### src/rtl/wdt_pkg.sv
// Package: shared command encoding for the keyed watchdog.
// Assumes a one-bit command field in the control word.
package wdt_pkg;
    typedef enum logic {
        WDT_STOP  = 1'b0,
        WDT_START = 1'b1
    } wdt_cmd_e;
endpackage

### src/rtl/wdt_prescaler.sv
// Free-running divider that yields one tick every 2^W cycles while enabled.
// Assumes restart has priority over counting; the tick is suppressed on restart.
module wdt_prescaler #(
    parameter int W = 17
) (
    input  logic clk,
    input  logic rst_n,
    input  logic run,
    input  logic restart,
    output logic tick_o
);
    logic [W-1:0] div_q;

    // Divider state: cleared on restart, advances while running.
    always_ff @(posedge clk) begin
        if (!rst_n)       div_q <= '0;
        else if (restart) div_q <= '0;
        else if (run)     div_q <= div_q + 1'b1;
    end

    // Tick on the last state of the divide period.
    assign tick_o = run && !restart && (&div_q);
endmodule

### src/rtl/wdt_keygate.sv
// Key checker: accepts a write only if its key is the complement of the stored key.
// Assumes the stored key resets to KEY_INIT; rejected writes raise a sticky flag.
module wdt_keygate #(
    parameter int          KEY_W    = 7,
    parameter logic [KEY_W-1:0] KEY_INIT = '0
) (
    input  logic             clk,
    input  logic             rst_n,
    input  logic             wr_en,
    input  logic [KEY_W-1:0] wr_key,
    output logic             accept_o,
    output logic             key_err_o
);
    logic [KEY_W-1:0] key_q;
    logic             err_q;

    assign accept_o  = wr_en && (wr_key == ~key_q);
    assign key_err_o = err_q;

    // Stored key follows each accepted write.
    always_ff @(posedge clk) begin
        if (!rst_n)        key_q <= KEY_INIT;
        else if (accept_o) key_q <= wr_key;
    end

    // Sticky error: set by any rejected write, cleared only by reset.
    always_ff @(posedge clk) begin
        if (!rst_n)                 err_q <= 1'b0;
        else if (wr_en && !accept_o) err_q <= 1'b1;
    end
endmodule

### src/rtl/wdt_counter.sv
// Down-counter with warning and bite detection.
// Assumes load has priority over stop, and stop over a tick in the same cycle.
module wdt_counter #(
    parameter int CNT_W = 8
) (
    input  logic             clk,
    input  logic             rst_n,
    input  logic             load,
    input  logic             halt,
    input  logic [CNT_W-1:0] load_val,
    input  logic             tick,
    output logic [CNT_W-1:0] count_o,
    output logic             running_o,
    output logic             nmi_o,
    output logic             bite_o
);
    localparam logic [CNT_W-1:0] ONE = CNT_W'(1);
    localparam logic [CNT_W-1:0] TWO = CNT_W'(2);

    logic [CNT_W-1:0] cnt_q;
    logic             run_q;
    logic             nmi_q;
    logic             step;

    assign step      = tick && run_q && !load && !halt;
    assign bite_o    = step && (cnt_q <= ONE);
    assign count_o   = cnt_q;
    assign running_o = run_q;
    assign nmi_o     = nmi_q;

    // Count and armed state: load, halt, or one step per tick.
    always_ff @(posedge clk) begin
        if (!rst_n) begin
            cnt_q <= '0;
            run_q <= 1'b0;
        end else if (load) begin
            cnt_q <= load_val;
            run_q <= 1'b1;
        end else if (halt) begin
            run_q <= 1'b0;
        end else if (bite_o) begin
            cnt_q <= '0;
            run_q <= 1'b0;
        end else if (step) begin
            cnt_q <= cnt_q - 1'b1;
        end
    end

    // Warning pulse registered on the 2-to-1 step.
    always_ff @(posedge clk) begin
        if (!rst_n) nmi_q <= 1'b0;
        else        nmi_q <= step && (cnt_q == TWO);
    end
endmodule

### src/rtl/wdt_stretch.sv
// Pulse stretcher: holds its output for HOLD cycles after a fire pulse.
// Assumes HOLD >= 1; a new fire during the hold restarts the window.
module wdt_stretch #(
    parameter int HOLD = 16
) (
    input  logic clk,
    input  logic rst_n,
    input  logic fire,
    output logic out_o
);
    localparam int HW = $clog2(HOLD + 1);

    logic [HW-1:0] left_q;

    // Remaining hold cycles.
    always_ff @(posedge clk) begin
        if (!rst_n)            left_q <= '0;
        else if (fire)         left_q <= HW'(HOLD);
        else if (left_q != '0) left_q <= left_q - 1'b1;
    end

    assign out_o = (left_q != '0);
endmodule

### src/rtl/keyed_wdt.sv
// Keyed countdown watchdog top: key gate, prescaler, counter, reset stretcher.
// Assumes one control write per wr_en cycle; a write overrides a tick in that cycle.
module keyed_wdt #(
    parameter int               CNT_W    = 8,
    parameter int               KEY_W    = 7,
    parameter int               PRESC_W  = 17,
    parameter int               RST_HOLD = 16,
    parameter logic [KEY_W-1:0] KEY_INIT = '0
) (
    input  logic             clk,
    input  logic             rst_n,
    input  logic             wr_en,
    input  logic             wr_cmd,
    input  logic [CNT_W-1:0] wr_count,
    input  logic [KEY_W-1:0] wr_key,
    output logic [CNT_W-1:0] count_o,
    output logic             nmi_o,
    output logic             chip_rst_o,
    output logic             key_err_o
);
    import wdt_pkg::*;

    logic accept;
    logic do_start;
    logic do_stop;
    logic tick;
    logic running;
    logic bite;

    assign do_start = accept && (wdt_cmd_e'(wr_cmd) == WDT_START);
    assign do_stop  = accept && (wdt_cmd_e'(wr_cmd) == WDT_STOP);

    wdt_keygate #(.KEY_W(KEY_W), .KEY_INIT(KEY_INIT)) u_key (
        .clk(clk), .rst_n(rst_n), .wr_en(wr_en), .wr_key(wr_key),
        .accept_o(accept), .key_err_o(key_err_o)
    );

    wdt_prescaler #(.W(PRESC_W)) u_presc (
        .clk(clk), .rst_n(rst_n), .run(running), .restart(accept),
        .tick_o(tick)
    );

    wdt_counter #(.CNT_W(CNT_W)) u_cnt (
        .clk(clk), .rst_n(rst_n), .load(do_start), .halt(do_stop),
        .load_val(wr_count), .tick(tick), .count_o(count_o),
        .running_o(running), .nmi_o(nmi_o), .bite_o(bite)
    );

    wdt_stretch #(.HOLD(RST_HOLD)) u_hold (
        .clk(clk), .rst_n(rst_n), .fire(bite), .out_o(chip_rst_o)
    );
endmodule

### config.mk
export PLATFORM = sky130hd
export DESIGN_NAME = keyed_wdt
export DESIGN_NICKNAME = d
export VERILOG_FILES = /design/src/rtl/wdt_pkg.sv /design/src/rtl/wdt_prescaler.sv /design/src/rtl/wdt_keygate.sv /design/src/rtl/wdt_counter.sv /design/src/rtl/wdt_stretch.sv /design/src/rtl/keyed_wdt.sv
export SDC_FILE = /design/constraint.sdc
export NUM_CORES = 1
export LEC_CHECK = 0
export CELL_PAD_IN_SITES_DETAIL_PLACEMENT = 0
export CELL_PAD_IN_SITES_GLOBAL_PLACEMENT = 1
export CORE_AREA = 2 2 72 74
export CTS_BUF_LIST = sky130_fd_sc_hd__clkbuf_4
export DETAILED_ROUTE_END_ITERATION = 16
export DIE_AREA = 0 0 74 76
export PLACE_DENSITY = 0.91
export SLEW_MARGIN = 20
export SYNTH_ARGS = -nofsm -noshare
export SYNTH_HDL_FRONTEND = slang
export SYNTH_HIERARCHICAL = 1
export SYNTH_SLANG_ARGS = --single-unit
### constraint.sdc
create_clock -name clk -period 5.48 [get_ports clk]
set_input_delay 1.37 -clock clk [delete_from_list [all_inputs] [get_ports clk]]
set_output_delay 1.37 -clock clk [all_outputs]
set_load 0.005 [all_outputs]
Yosys cells after proc, flatten, opt, wreduce, memory -nomap -nowiden

Index checks and enable logic that the tools add are counted.

Add/subtract/negate cells: 3
Order comparisons: 1
Equality and inequality tests: 3
Mux-type cells: 9
Bitwise logic cells: 3
Reductions and logical operators: 22

Operator list:

| operator                | number |
|---|---|
| $mux W8                 | 4 |
| $add A17 B1 Y17 const B | 1 |
| $reduce_and A17 Y1      | 1 |
| $logic_and A1 B1 Y1     | 11 |
| $mux W5                 | 2 |
| $eq A8 B2 Y1 const B    | 1 |
| $le A8 B1 Y1 const B    | 1 |
| $sub A8 B1 Y8 const B   | 1 |
| $eq A7 B7 Y1            | 1 |
| $not A7 Y7              | 1 |
| $reduce_bool A3 Y1      | 2 |
| $reduce_bool A5 Y1      | 1 |
| $sub A5 B1 Y5 const B   | 1 |
| $reduce_or A2 Y1        | 2 |
| $logic_not A1 Y1        | 3 |
| $mux W1                 | 3 |
| $ne A2 B1 Y1 const B    | 1 |
| $not A1 Y1              | 2 |
| $reduce_and A2 Y1       | 1 |
| $reduce_bool A2 Y1      | 1 |

Bits in registers: 40
Output and inout port bits: 11
Logic and storage cells: 49

Depth between registers and ports, before layout

Gate-level depths: netlist of the first run.

Depth in word-level cells: 13
Depth in mapped cells: 13

Modules after synthesis

Netlist of the first run, hierarchy kept.

By module, submodules not included:

| module        | instances | cells each | area an instance (sq um) |
|---|---|---|---|
| wdt_prescaler | 1         | 89         | 793.3 |
| wdt_counter   | 1         | 75         | 664.4 |
| wdt_keygate   | 1         | 46         | 424.2 |
| wdt_stretch   | 1         | 24         | 235.2 |
| keyed_wdt     | 1         | 2          | 16.3 |

Worst setup path after synthesis of the first run

No wires, ideal clock.

Path kind: input -> register
Start point: in wr_key[2]
End point: reg u_hold.left_q[2]
Arrival time: 3213 ps
Required time: 5416 ps
Setup slack: 2204 ps
Stages on the path: 10
Path buffers: 1
Cell sequence: xor2_1 nand4_2 nor3_4 and2b_2 nand3b_1 clkbuf_1 nor3_2 nand2b_1 nand2b_1 nor2_1

Elaborated cells between the ends (all ways): 14
Those cells by class: eq/ne: 1; reduce/logical: 13

RTL lines:

| what                              | RTL line          | source |
|---|---|---|
| start, declared                   | keyed_wdt.sv:15   | `input logic [KEY_W-1:0] wr_key,` |
| $eq A7 B7 Y1                      | wdt_keygate.sv:17 | `assign accept_o = wr_en && (wr_key == ~key_q);` |
| $logic_and A1 B1 Y1               | wdt_keygate.sv:17 |  |
| named net accept                  | keyed_wdt.sv:23   | `logic accept;` |
| $logic_and A1 B1 Y1               | keyed_wdt.sv:31   | `assign do_stop = accept && (wdt_cmd_e'(wr_cmd) == WDT_STOP);` |
| named net do_stop                 | keyed_wdt.sv:25   | `logic do_stop;` |
| $logic_not A1 Y1                  | wdt_counter.sv:25 | `assign step = tick && run_q && !load && !halt;` |
| $logic_and A1 B1 Y1               | wdt_counter.sv:25 |  |
| $logic_and A1 B1 Y1               | wdt_counter.sv:26 | `assign bite_o = step && (cnt_q <= ONE);` |
| named net bite                    | keyed_wdt.sv:28   | `logic bite;` |
| $reduce_or A2 Y1 (no source line) | --                |  |
| end signal, assigned              | wdt_stretch.sv:18 | `else if (fire) left_q <= HW'(HOLD);` |
| end signal, assigned              | wdt_stretch.sv:19 | `else if (left_q != '0) left_q <= left_q - 1'b1;` |
| end, declared                     | wdt_stretch.sv:13 | `logic [HW-1:0] left_q;` |

The timed path passes the listed nets, and every way through them passes these cells.
A chain may end at the register's enable or synchronous reset.

Worst setup path after layout of the first run

Start point: in wr_key[3]
End point: reg u_hold.left_q[3]

The elaborated chain is that of the path after synthesis.

==> results.cfg, run 1 <==
[critical_path]
worstPathMaxFanout = 12
critical_path.slowest_cell = sky130_fd_sc_hd__clkdlybuf4s50_1
path_buf_inv = 1
worstSetupPathType = in -> reg
start_kind = input pin
path_common_cell = sky130_fd_sc_hd__nand2b_1
largest_delay_contributor_family_on_the_critical_path = simple AND/OR/NAND/NOR gates
critPathCaptureType = flop
worstPathCellList = clkdlybuf4s50_1 > xor2_1 > nand4_2 > nor3_4 > and2b_2 > nand3b_1 > nor3_2 > nand2b_1 > nand2b_1 > nor2_1
crit_path_max_incr_delay_ns = 0.51
required_ns = 5.77
cp.arrival_ns = 3.93

[die]
die_w_um = 74
placement_rows = 26
floorplan.die.height_um = 76
ioPinCount = 30
die_area_sq_um = 5624
core_area_sq_um = 4912
floorplan.initialDensity_pct = 43.43

[hold_path]
hp-class = reg -> reg

[finish]
final_core_util_pct = 51.15
finalInstanceArea_sq_um = 2512
nFillCells = 477
syn2layout_area_growth_pct = 17.77
num-nets-final = 287
number_of_diodes = 0
post_route_cells_drive_above_1_share_pct = 10.65

[synth]
yosys.area.top_type = sky130_fd_sc_hd__dfxtp_1
syn-num-nets = 261
dominantRegCellSynth = sky130_fd_sc_hd__dfxtp_1
synth-warning-count = 6
synth.top_cells.by_area = sky130_fd_sc_hd__dfxtp_1, sky130_fd_sc_hd__xor2_1, sky130_fd_sc_hd__nor2_1, sky130_fd_sc_hd__nand2_1, sky130_fd_sc_hd__mux2i_1
synth_enable_flop_cells = 0
synth.cells.most_frequent = sky130_fd_sc_hd__dfxtp_1, sky130_fd_sc_hd__nor2_1, sky130_fd_sc_hd__nand2_1
postSynth.asyncResetShare_pct = 0
synth_top_cell_area_share_pct = 37.54
syn-cell-area_sq_um = 2133
synthesis_stage_register_bit_count = 40
synth_cells = 236
netlist-cell-type-count = 49
synthMostInstantiatedCell = sky130_fd_sc_hd__dfxtp_1
syn_area_per_cell_sq_um = 9.039
synth_sequential_area_ratio_pct = 37.54

[global_routing]
grt_max_degree = 27
global_route.usage.total_pct = 14.45
first_pass_grt_wire_length_mm = 6.589
grt_pass1_vias = 1576
gr-total-overflow = 0
antenna_found_initial = 0

[sta]
clock.fmax_ghz = 0.2748
tightest_slew_ns = 0.6444
hold_viol_final = 0
slew_headroom_pct = 57.04
finalSetupViolCount = 0
final.setup_skew_ns = 0.01332
hold_ws_ns = 0.4623
setup_slack_ns = 1.841
period_minus_slack_ns = 3.639
drv_slew = 0
timing.setup.tns_ns = 0
timing.final.crit_share_pct = 66.41
rsz_0062_raised_after_global_routing = no

[clocking]
post_cts_buffers = 0
cell_at_the_root_of_the_clock_tree = sky130_fd_sc_hd__clkbuf_4
clock_tree.htree_level_count = 2
hold_buffers = 0
cts-resized-gates = 0
cts.reportedPaths.clkPinSlew_ns = 0.13
cts_buffers = 5
cts.sinks = 40
clock_tree_from_tritoncts = built
clock_path_buffers = 2
insertion_delay_ns = 0.34

[drt]
wl_per_cell_um = 11.39
detail_route.wirelength_mm = 3.794
drt_iter0_drc = 54
drtAntennaViolNets = 0
routed-via-count = 1671
remaining_drc_errors = 0
first_pass_iters = 4
routed_via_density = 5.018

[power]
maximum_vdd_drop_uv = 136.6
power.density_nw_per_um2 = 233.6
power_leakage_nw = 0.9552

[status]
run_status = complete, no violations

[run]
max-cap-violations = 0

[place]
place_congestion = 0.8209
post-place-ws_ns = 1.463
detailed_place_hpwl_mm = 2.736
placement.cell_area_sq_um = 2456
io_buffers = 29
-- cell type report --
class	instances	area (sq um)	share of cell area (%)
multi-input combinational	178	1230	48.95
sequential	40	800.8	31.87
timing repair buffer	30	297.8	11.85
tap	70	87.58	3.486
inverter	7	40.04	1.594
clock buffer	5	37.54	1.494
clock inverter	3	18.77	0.7470
-- layout by cell type (no fill, tap or decap), types with 2 or more instances in the layout --
cell                              synthesis  layout
sky130_fd_sc_hd__o21a_1                   2       2
sky130_fd_sc_hd__o221a_1                  3       3
sky130_fd_sc_hd__o21ai_0                  6       6
sky130_fd_sc_hd__xor2_1                  18      18
sky130_fd_sc_hd__clkinvlp_4               0       2
sky130_fd_sc_hd__nand4_1                  7       7
sky130_fd_sc_hd__nand3b_1                 2       2
sky130_fd_sc_hd__clkbuf_4                 0       5
sky130_fd_sc_hd__nand2_1                 29      29
sky130_fd_sc_hd__dfxtp_1                 40      40
sky130_fd_sc_hd__or3_1                    4       4
sky130_fd_sc_hd__and4_1                   3       3
sky130_fd_sc_hd__mux2i_1                 10      10
sky130_fd_sc_hd__nand3_2                  2       2
sky130_fd_sc_hd__nand3_1                  4       4
sky130_fd_sc_hd__and2b_2                  2       2
sky130_fd_sc_hd__nor3_1                   2       2
sky130_fd_sc_hd__nor3_2                   2       2
sky130_fd_sc_hd__and3_1                   2       2
sky130_fd_sc_hd__or3_4                    3       3
sky130_fd_sc_hd__ha_1                     6       6
sky130_fd_sc_hd__nor2_1                  30      30
sky130_fd_sc_hd__clkdlybuf4s50_1          0      29
sky130_fd_sc_hd__nand2b_1                 5       5
sky130_fd_sc_hd__o32ai_1                  2       2
sky130_fd_sc_hd__inv_1                    6       6
sky130_fd_sc_hd__xnor2_1                  7       7
sky130_fd_sc_hd__a21oi_1                  8       8
-- worst reg2reg max path, cell delays in order (launching register included) --
cell and delay, ns:
sky130_fd_sc_hd__dfxtp_1 0.42, sky130_fd_sc_hd__and4_1 0.38, sky130_fd_sc_hd__nand4_4 0.16, sky130_fd_sc_hd__nor2_1 0.17
sky130_fd_sc_hd__ha_1 0.16, sky130_fd_sc_hd__nand2_1 0.05, sky130_fd_sc_hd__nor2_1 0.17, sky130_fd_sc_hd__nand3b_1 0.38
sky130_fd_sc_hd__nor3_2 0.29, sky130_fd_sc_hd__nand2b_1 0.19, sky130_fd_sc_hd__nand2b_1 0.15, sky130_fd_sc_hd__nor2_1 0.05
-- cells by family (layout without fill, tap and decap cells) --
group | after synthesis | count (layout) | synth area share [%]
flops | 40 | 40 | 37.54
mux | 10 | 10 | 4.692
fa+ha+maj | 6 | 6 | 3.519
buf+inv | 18 | 45 | 4.809
xor+xnor | 25 | 25 | 10.26
simple gates | 106 | 106 | 28.45
compound gates | 31 | 31 | 10.73
-- registers in the layout, indices dropped and copies added, names as in the netlist --
signal and count:
u_cnt/count_o 8, u_cnt/nmi_o 1, u_cnt/running_o 1, u_hold/left_q 5, u_key/key_err_o 1, u_key/key_q 7
u_presc/div_q 17
-- where the power goes --
group / internal [mW] / switching, mW / leakage [nW]
clock: 0.0484 / 0.100 / 0.0249
sequential: 0.306 / 0.0130 / 0.323
combinational: 0.0689 / 0.0511 / 0.607
total: 0.423 / 0.164 / 0.955
-- metrics by stage --
| stage | std cells | power (mW) |
|---|---|---|
| global route | 333 | 0.6272 |
| finish | 333 | 0.5870 |
| floorplan | 236 | 0.4189 |
| global placement | 325 | 0.4449 |
| CTS | 333 | 0.5961 |
| detailed placement | 325 | 0.4456 |
-- metal layers --
layer	wire length, um	track usage, %	vias up
met2	1729	23.48	23
met4	34	3.818	0
met5	0	0	-
li1	-	-	868
met1	1912	18.66	776
met3	119	3.968	4
-- final timing paths --
kind	cells past startpoint	slack, ns	start	end
setup / recovery	10	1.84	wr_key[3]	u_hold/left_q[3]$_SDFFE_PP0P_
hold / removal	2	0.46	u_key/key_err_o$_SDFFE_PN0P_	u_key/key_err_o$_SDFFE_PN0P_
setup reg to reg	11	2.83	u_presc/div_q[3]$_SDFFE_PP0P_	u_hold/left_q[2]$_SDFFE_PP0P_
hold reg to reg	2	0.46	u_key/key_err_o$_SDFFE_PN0P_	u_key/key_err_o$_SDFFE_PN0P_
Note: power is estimated with default switching activity, not from simulation.
==> run 2, diff against run 1 <==
--- a/config.mk
+++ b/config.mk
@@ -7,11 +7,11 @@
 export LEC_CHECK = 0
 export CELL_PAD_IN_SITES_DETAIL_PLACEMENT = 0
 export CELL_PAD_IN_SITES_GLOBAL_PLACEMENT = 1
-export CORE_AREA = 2 2 72 74
+export CORE_AREA = 2 2 74 76
 export CTS_BUF_LIST = sky130_fd_sc_hd__clkbuf_4
 export DETAILED_ROUTE_END_ITERATION = 16
-export DIE_AREA = 0 0 74 76
-export PLACE_DENSITY = 0.91
+export DIE_AREA = 0 0 76 78
+export PLACE_DENSITY = 0.87
 export SLEW_MARGIN = 20
 export SYNTH_ARGS = -nofsm -noshare
 export SYNTH_HDL_FRONTEND = slang
==> constraint.sdc (replaced) <==
create_clock -name clk -period 3.5 [get_ports clk]
set_input_delay 0.875 -clock clk [delete_from_list [all_inputs] [get_ports clk]]
set_output_delay 0.875 -clock clk [all_outputs]
set_load 0.005 [all_outputs]
==> results.cfg, run 2 (synthesized netlist as in run 1, its figures left out) <==
[finish]
syn2layout_area_growth_pct = 21.11
layout.cells.most_common_list = sky130_fd_sc_hd__dfxtp_1, sky130_fd_sc_hd__nor2_1, sky130_fd_sc_hd__clkdlybuf4s50_1, sky130_fd_sc_hd__nand2_1, sky130_fd_sc_hd__xor2_1
num-nets-final = 291
final-instance-count-excl-fill = 336
finalInstanceArea_sq_um = 2584
post_route_cells_drive_above_1_share_pct = 12.03
largest-register = u_presc/div_q
final_common_cell = sky130_fd_sc_hd__dfxtp_1
number_of_diodes = 0
largest_register_ff_count = 17

[critical_path]
timing.rr.start = u_presc/div_q[3]$_SDFFE_PP0P_
worstSetupPathType = reg -> out
crit_path_max_incr_delay_ns = 0.52
worstPathMaxFanout = 5
worstPathCellList = inv_1 > ha_1 > or4b_4 > clkdlybuf4s50_1
start_kind = flop
rr_endpoint = u_cnt/count_o[3]$_SDFFE_PN0P_
cp.arrival_ns = 1.93
required_ns = 2.62
critPathCaptureType = output pin
timing.reg2reg.setup_slack_ns = 1.08
reg2reg_depth = 10
critical_path.slowest_cell = sky130_fd_sc_hd__or4b_4

[drt]
remaining_drc_errors = 0
wl_per_cell_um = 12.10
drtAntennaViolNets = 0
routed_via_density = 5.015
detail_route.wirelength_mm = 4.067
routed-via-count = 1685
drt_iter0_drc = 61
first_pass_iters = 4

[die]
die_area_sq_um = 5928
floorplan.initialDensity_pct = 42.31
die_w_um = 76
floorplan.die.height_um = 78
ioPinCount = 30
placement_rows = 26
core_area_sq_um = 5042

[sta]
rsz_0062_raised_after_global_routing = no
timing.setup.tns_ns = 0
slew_headroom_pct = 70.92
hold_viol_final = 0
final.setup_skew_ns = 0.008998
tightest_slew_ns = 0.4356
finalSetupViolCount = 0
hold_ws_ns = 0.4715
timing.final.crit_share_pct = 80.23
drv_slew = 0
period_minus_slack_ns = 2.808
clock.fmax_ghz = 0.3561

[power]
power_leakage_nw = 1.002
maximum_vdd_drop_uv = 220.2
power.density_nw_per_um2 = 412.8
finalPower_mw = 1.067

[place]
place_congestion = 0.8403
placed_cells = 329
placement.cell_area_sq_um = 2486
io_buffers = 29
detailed_place_hpwl_mm = 2.950

[hold_path]
hold-path-cell-count = 2
hp-class = reg -> reg
hold_path_startpoint = u_key/key_err_o$_SDFFE_PN0P_
whs_endpoint = u_key/key_err_o$_SDFFE_PN0P_

[global_routing]
global_route.usage.total_pct = 14.70
gr-total-overflow = 0
first_pass_grt_wire_length_mm = 7.210
grt_max_degree = 20
grt_pass1_vias = 1658
antenna_found_initial = 0

[clocking]
cell_at_the_root_of_the_clock_tree = sky130_fd_sc_hd__clkbuf_4
cts-resized-gates = 0
cts.sinks = 40
clock_tree_from_tritoncts = built
cts.reportedPaths.clkPinSlew_ns = 0.12
hold_buffers = 0
clock_path_buffers = 2
insertion_delay_ns = 0.34
post_cts_buffers = 0
cts_buffers = 5
clock_tree.htree_level_count = 2

[run]
max-cap-violations = 0

[status]
run_status = complete, no violations
==> run 2: cell count changes in the layout (fill, tap and decap cells not counted), sizes merged <==
cell	previous run	this run
clkinvlp	2	0
clkinv	1	0
bufinv	1	3
buf	1	5
==> run 2: metrics by stage <==
| stage | util (%) | worst slack (ns) |
|---|---|---|
| after floorplan | - | 0.7185 |
| after global placement | 49.31 | 0.5871 |
| after detailed placement | 49.31 | 0.5597 |
| after CTS | 51.24 | 0.6566 |
| after global routing | 51.24 | 0.5739 |
| final | 51.24 | 0.6918 |
==> run 2: how the worst max path moves through the flow <==
| stage | from | to | slack [ns] | cells past startpoint |
|---|---|---|---|---|
| 2_1_floorplan | wr_key[2] | u_hold/left_q[2]$_SDFFE_PP0P_ | 0.72 | 10 |
| 3_3_place_gp | wr_key[6] | u_cnt/count_o[5]$_SDFFE_PN0P_ | 0.59 | 10 |
| 3_5_place_dp | wr_key[4] | u_cnt/count_o[5]$_SDFFE_PN0P_ | 0.56 | 10 |
| 4_1_cts | u_hold/left_q[0]$_SDFFE_PP0P_ | chip_rst_o | 0.66 | 4 |
| 5_1_grt | u_hold/left_q[0]$_SDFFE_PP0P_ | chip_rst_o | 0.57 | 4 |
| 6_report | u_hold/left_q[0]$_SDFFE_PP0P_ | chip_rst_o | 0.69 | 4 |
==> run 2: area by class of cell <==
class,count,area (sq um)
tap,70,87.58
clock buffer,5,37.54
timing repair buffer,34,327.8
sequential,40,800.8
multi-input combinational,178,1230
inverter,7,40.04
fill,485,2459
clock inverter,2,60.06
==> run 2: per-layer routing <==
metal  vias to the layer above  track usage, %  share of wire, %
met1                       776           18.28                49
met2                        32           25.00                46
met5                         -               0                 0
met4                         0           5.455               1.0
met3                         5           3.256               4.1
li1                        872               -                 -
==> run 2: worst max-delay path, delay by kind of cell (launching register included) <==
kind	cells	cell delay, ns
and+or+nand+nor	1	0.52
buffers and inverters	2	0.53
adders and majority gates	1	0.19
DFF	1	0.35
==> run 2: report_power, final <==
| group | total [mW] | internal [mW] | leakage, nW | switching [mW] |
|---|---|---|---|---|
| Sequential | 0.498 | 0.479 | 0.323 | 0.0199 |
| Combinational | 0.193 | 0.109 | 0.627 | 0.0842 |
| Clock | 0.375 | 0.219 | 0.0513 | 0.156 |
==> run 3, diff against run 2 <==
--- a/config.mk
+++ b/config.mk
@@ -7,11 +7,11 @@
 export LEC_CHECK = 0
 export CELL_PAD_IN_SITES_DETAIL_PLACEMENT = 0
 export CELL_PAD_IN_SITES_GLOBAL_PLACEMENT = 1
-export CORE_AREA = 2 2 74 76
+export CORE_AREA = 2 2 77 79
 export CTS_BUF_LIST = sky130_fd_sc_hd__clkbuf_4
 export DETAILED_ROUTE_END_ITERATION = 16
-export DIE_AREA = 0 0 76 78
-export PLACE_DENSITY = 0.87
+export DIE_AREA = 0 0 79 81
+export PLACE_DENSITY = 0.84
 export SLEW_MARGIN = 20
 export SYNTH_ARGS = -nofsm -noshare
 export SYNTH_HDL_FRONTEND = slang
==> constraint.sdc (replaced) <==
create_clock -name clk -period 2.5 [get_ports clk]
set_input_delay 0.625 -clock clk [delete_from_list [all_inputs] [get_ports clk]]
set_output_delay 0.625 -clock clk [all_outputs]
set_load 0.005 [all_outputs]
==> results.cfg, run 3 (synthesized netlist as in run 1, its figures left out) <==
[status]
run_status = complete, no violations

[sta]
final.setup_skew_ns = 0.01716
clock.fmax_ghz = 0.4258
hold_viol_final = 0
timing.final.crit_share_pct = 93.94
rsz_0062_raised_after_global_routing = no
hold_ws_ns = 0.4760
slew_headroom_pct = 68.50
finalSetupViolCount = 0
period_minus_slack_ns = 2.349
tightest_slew_ns = 0.4715
drv_slew = 0

[power]
power.density_nw_per_um2 = 536.3
p_int_mw = 1.046
power.share.sequential_pct = 49.4
switching_power_as_a_share_of_total_power_pct = 26.32
maximum_vdd_drop_uv = 253.8
power_frac_comb_pct = 20.2
net-switching-power_uw = 373.7
clockPowerShare_pct = 30.4
power_leakage_nw = 1.038

[clocking]
cts_buffers = 5
clock_tree_from_tritoncts = built
cts.reportedPaths.clkPinSlew_ns = 0.13
cell_at_the_root_of_the_clock_tree = sky130_fd_sc_hd__clkbuf_4
cts.sinks = 40
insertion_delay_ns = 0.36
hold_buffers = 0
clock_tree.htree_level_count = 2
clock_path_buffers = 2

[critical_path]
required_ns = 2.78
largest_delay_contributor_family_on_the_critical_path = simple AND/OR/NAND/NOR gates
path_buf_inv = 2
worstSetupPathType = in -> reg
critPathCaptureType = flop
worstPathMaxFanout = 11
start_kind = input pin
critical_path.slowest_cell = sky130_fd_sc_hd__clkdlybuf4s50_1
worstPathCellList = clkdlybuf4s50_1 > xor2_1 > nand4_2 > nor3_4 > and2b_2 > nand3b_1 > buf_4 > nand2_1 > o221a_1 > nor2_1
timing.reg2reg.setup_slack_ns = 0.27
cp.arrival_ns = 2.63
crit_path_max_incr_delay_ns = 0.49

[drt]
first_pass_iters = 4
drt_iter0_drc = 43
routed-via-count = 1724
remaining_drc_errors = 0
wl_per_cell_um = 11.73
detail_route.wirelength_mm = 4.105
routed_via_density = 4.926
drtAntennaViolNets = 0

[die]
ioPinCount = 30
core_area_sq_um = 5675
floorplan.initialDensity_pct = 37.59
die_area_sq_um = 6399
floorplan.die.height_um = 81
placement_rows = 28
die_w_um = 79

[finish]
post_route_cells_drive_above_1_share_pct = 15.27
number_of_diodes = 0
final_common_cell = sky130_fd_sc_hd__dfxtp_1
finalInstanceArea_sq_um = 2648
largest_register_ff_count = 17
num-nets-final = 299
syn2layout_area_growth_pct = 24.11
nFillCells = 591
largest-register = u_presc/div_q
layout.cells.most_common_list = sky130_fd_sc_hd__dfxtp_1, sky130_fd_sc_hd__nor2_1, sky130_fd_sc_hd__nand2_1, sky130_fd_sc_hd__clkdlybuf4s50_1, sky130_fd_sc_hd__xor2_1

[place]
placement.cell_area_sq_um = 2557
detailed_place_hpwl_mm = 3.082
io_buffers = 29
place_congestion = 0.8142

[global_routing]
antenna_found_initial = 0
first_pass_grt_wire_length_mm = 7.327
grt_max_degree = 18
grt_pass1_vias = 1715
global_route.usage.total_pct = 14.24
gr-total-overflow = 0

[run]
max-cap-violations = 0

[hold_path]
hp-class = reg -> reg
==> run 3: changes by cell type in the layout (fill, tap and decap cells not counted), sizes merged <==
| cell | delta |
|---|---|
| buf | +8 |
| bufinv | -1 |
| clkdlybuf4s50 | -1 |
| clkinv | +2 |
| dlygate4sd2 | +1 |
==> run 3: metrics by stage <==
stage / util (%) / std cells / worst slack [ns] / TNS [ns] / power [mW]
finish: 46.65 / 350 / 0.1514 / 0 / 1.420
global route: 46.65 / 350 / 0.01029 / 0 / 1.507
CTS: 46.65 / 350 / 0.1543 / 0 / 1.439
detailed placement: 45.06 / 341 / -0.1989 / -1.614 / 0.9845
global placement: 45.06 / 341 / -0.1390 / -0.9313 / 0.9815
floorplan: - / 236 / 0.05548 / 0 / 0.9182
==> run 3: final cells by class <==
class,count,area [sq um],area share [%]
repair buffers,42,399.1,15.08
multi-input cells,178,1232,46.55
inverters,7,40.04,1.512
well taps,75,93.84,3.544
flip-flops and latches,40,802.0,30.29
clock buffers,5,37.54,1.418
clock inverters,3,42.54,1.607
==> run 3: repair_timing <==
item                                    CTS  global route
endpoints found under the setup margin    1             0
resized for setup                         3             0
setup buffers                             1             0
==> run 3: metal layers <==
layer  vias up  share of wire (%)  global-route usage [%]
li1        891                  -                       -
met1       793                 46                   16.76
met2        34                 49                   25.42
met3         6                4.5                   3.556
met4         0                1.1                   4.655
met5         -                  0                       0
==> run 3: worst register-to-register path, cell delays in order (launching register included) <==
cell	delay, ns
sky130_fd_sc_hd__dfxtp_1	0.41
sky130_fd_sc_hd__and4_1	0.29
sky130_fd_sc_hd__nand4_4	0.13
sky130_fd_sc_hd__nor2_1	0.16
sky130_fd_sc_hd__ha_1	0.16
sky130_fd_sc_hd__nand2_1	0.05
sky130_fd_sc_hd__nor2_1	0.17
sky130_fd_sc_hd__nand3b_1	0.14
sky130_fd_sc_hd__buf_4	0.21
sky130_fd_sc_hd__a21o_1	0.18
sky130_fd_sc_hd__o211ai_1	0.09
sky130_fd_sc_hd__o41ai_2	0.10
==> run 3: power by group through the flow <==
stage | Sequential [mW] | Clock (mW) | Combinational [mW]
detailed placement | 0.713 | 0 | 0.272
floorplan | 0.707 | 0 | 0.211
CTS | 0.700 | 0.451 | 0.287
finish | 0.701 | 0.432 | 0.287
global placement | 0.713 | 0 | 0.269
global route | 0.707 | 0.480 | 0.320
==> run 3: path summary, 6_finish.rpt <==
kind | cells past startpoint | endpoint | start
hold / removal | 2 | u_key/key_err_o$_SDFFE_PN0P_ | u_key/key_err_o$_SDFFE_PN0P_
setup / recovery | 10 | u_cnt/count_o[1]$_SDFFE_PN0P_ | wr_key[2]
setup reg to reg | 11 | u_cnt/count_o[5]$_SDFFE_PN0P_ | u_presc/div_q[8]$_SDFFE_PP0P_
hold reg to reg | 2 | u_key/key_err_o$_SDFFE_PN0P_ | u_key/key_err_o$_SDFFE_PN0P_
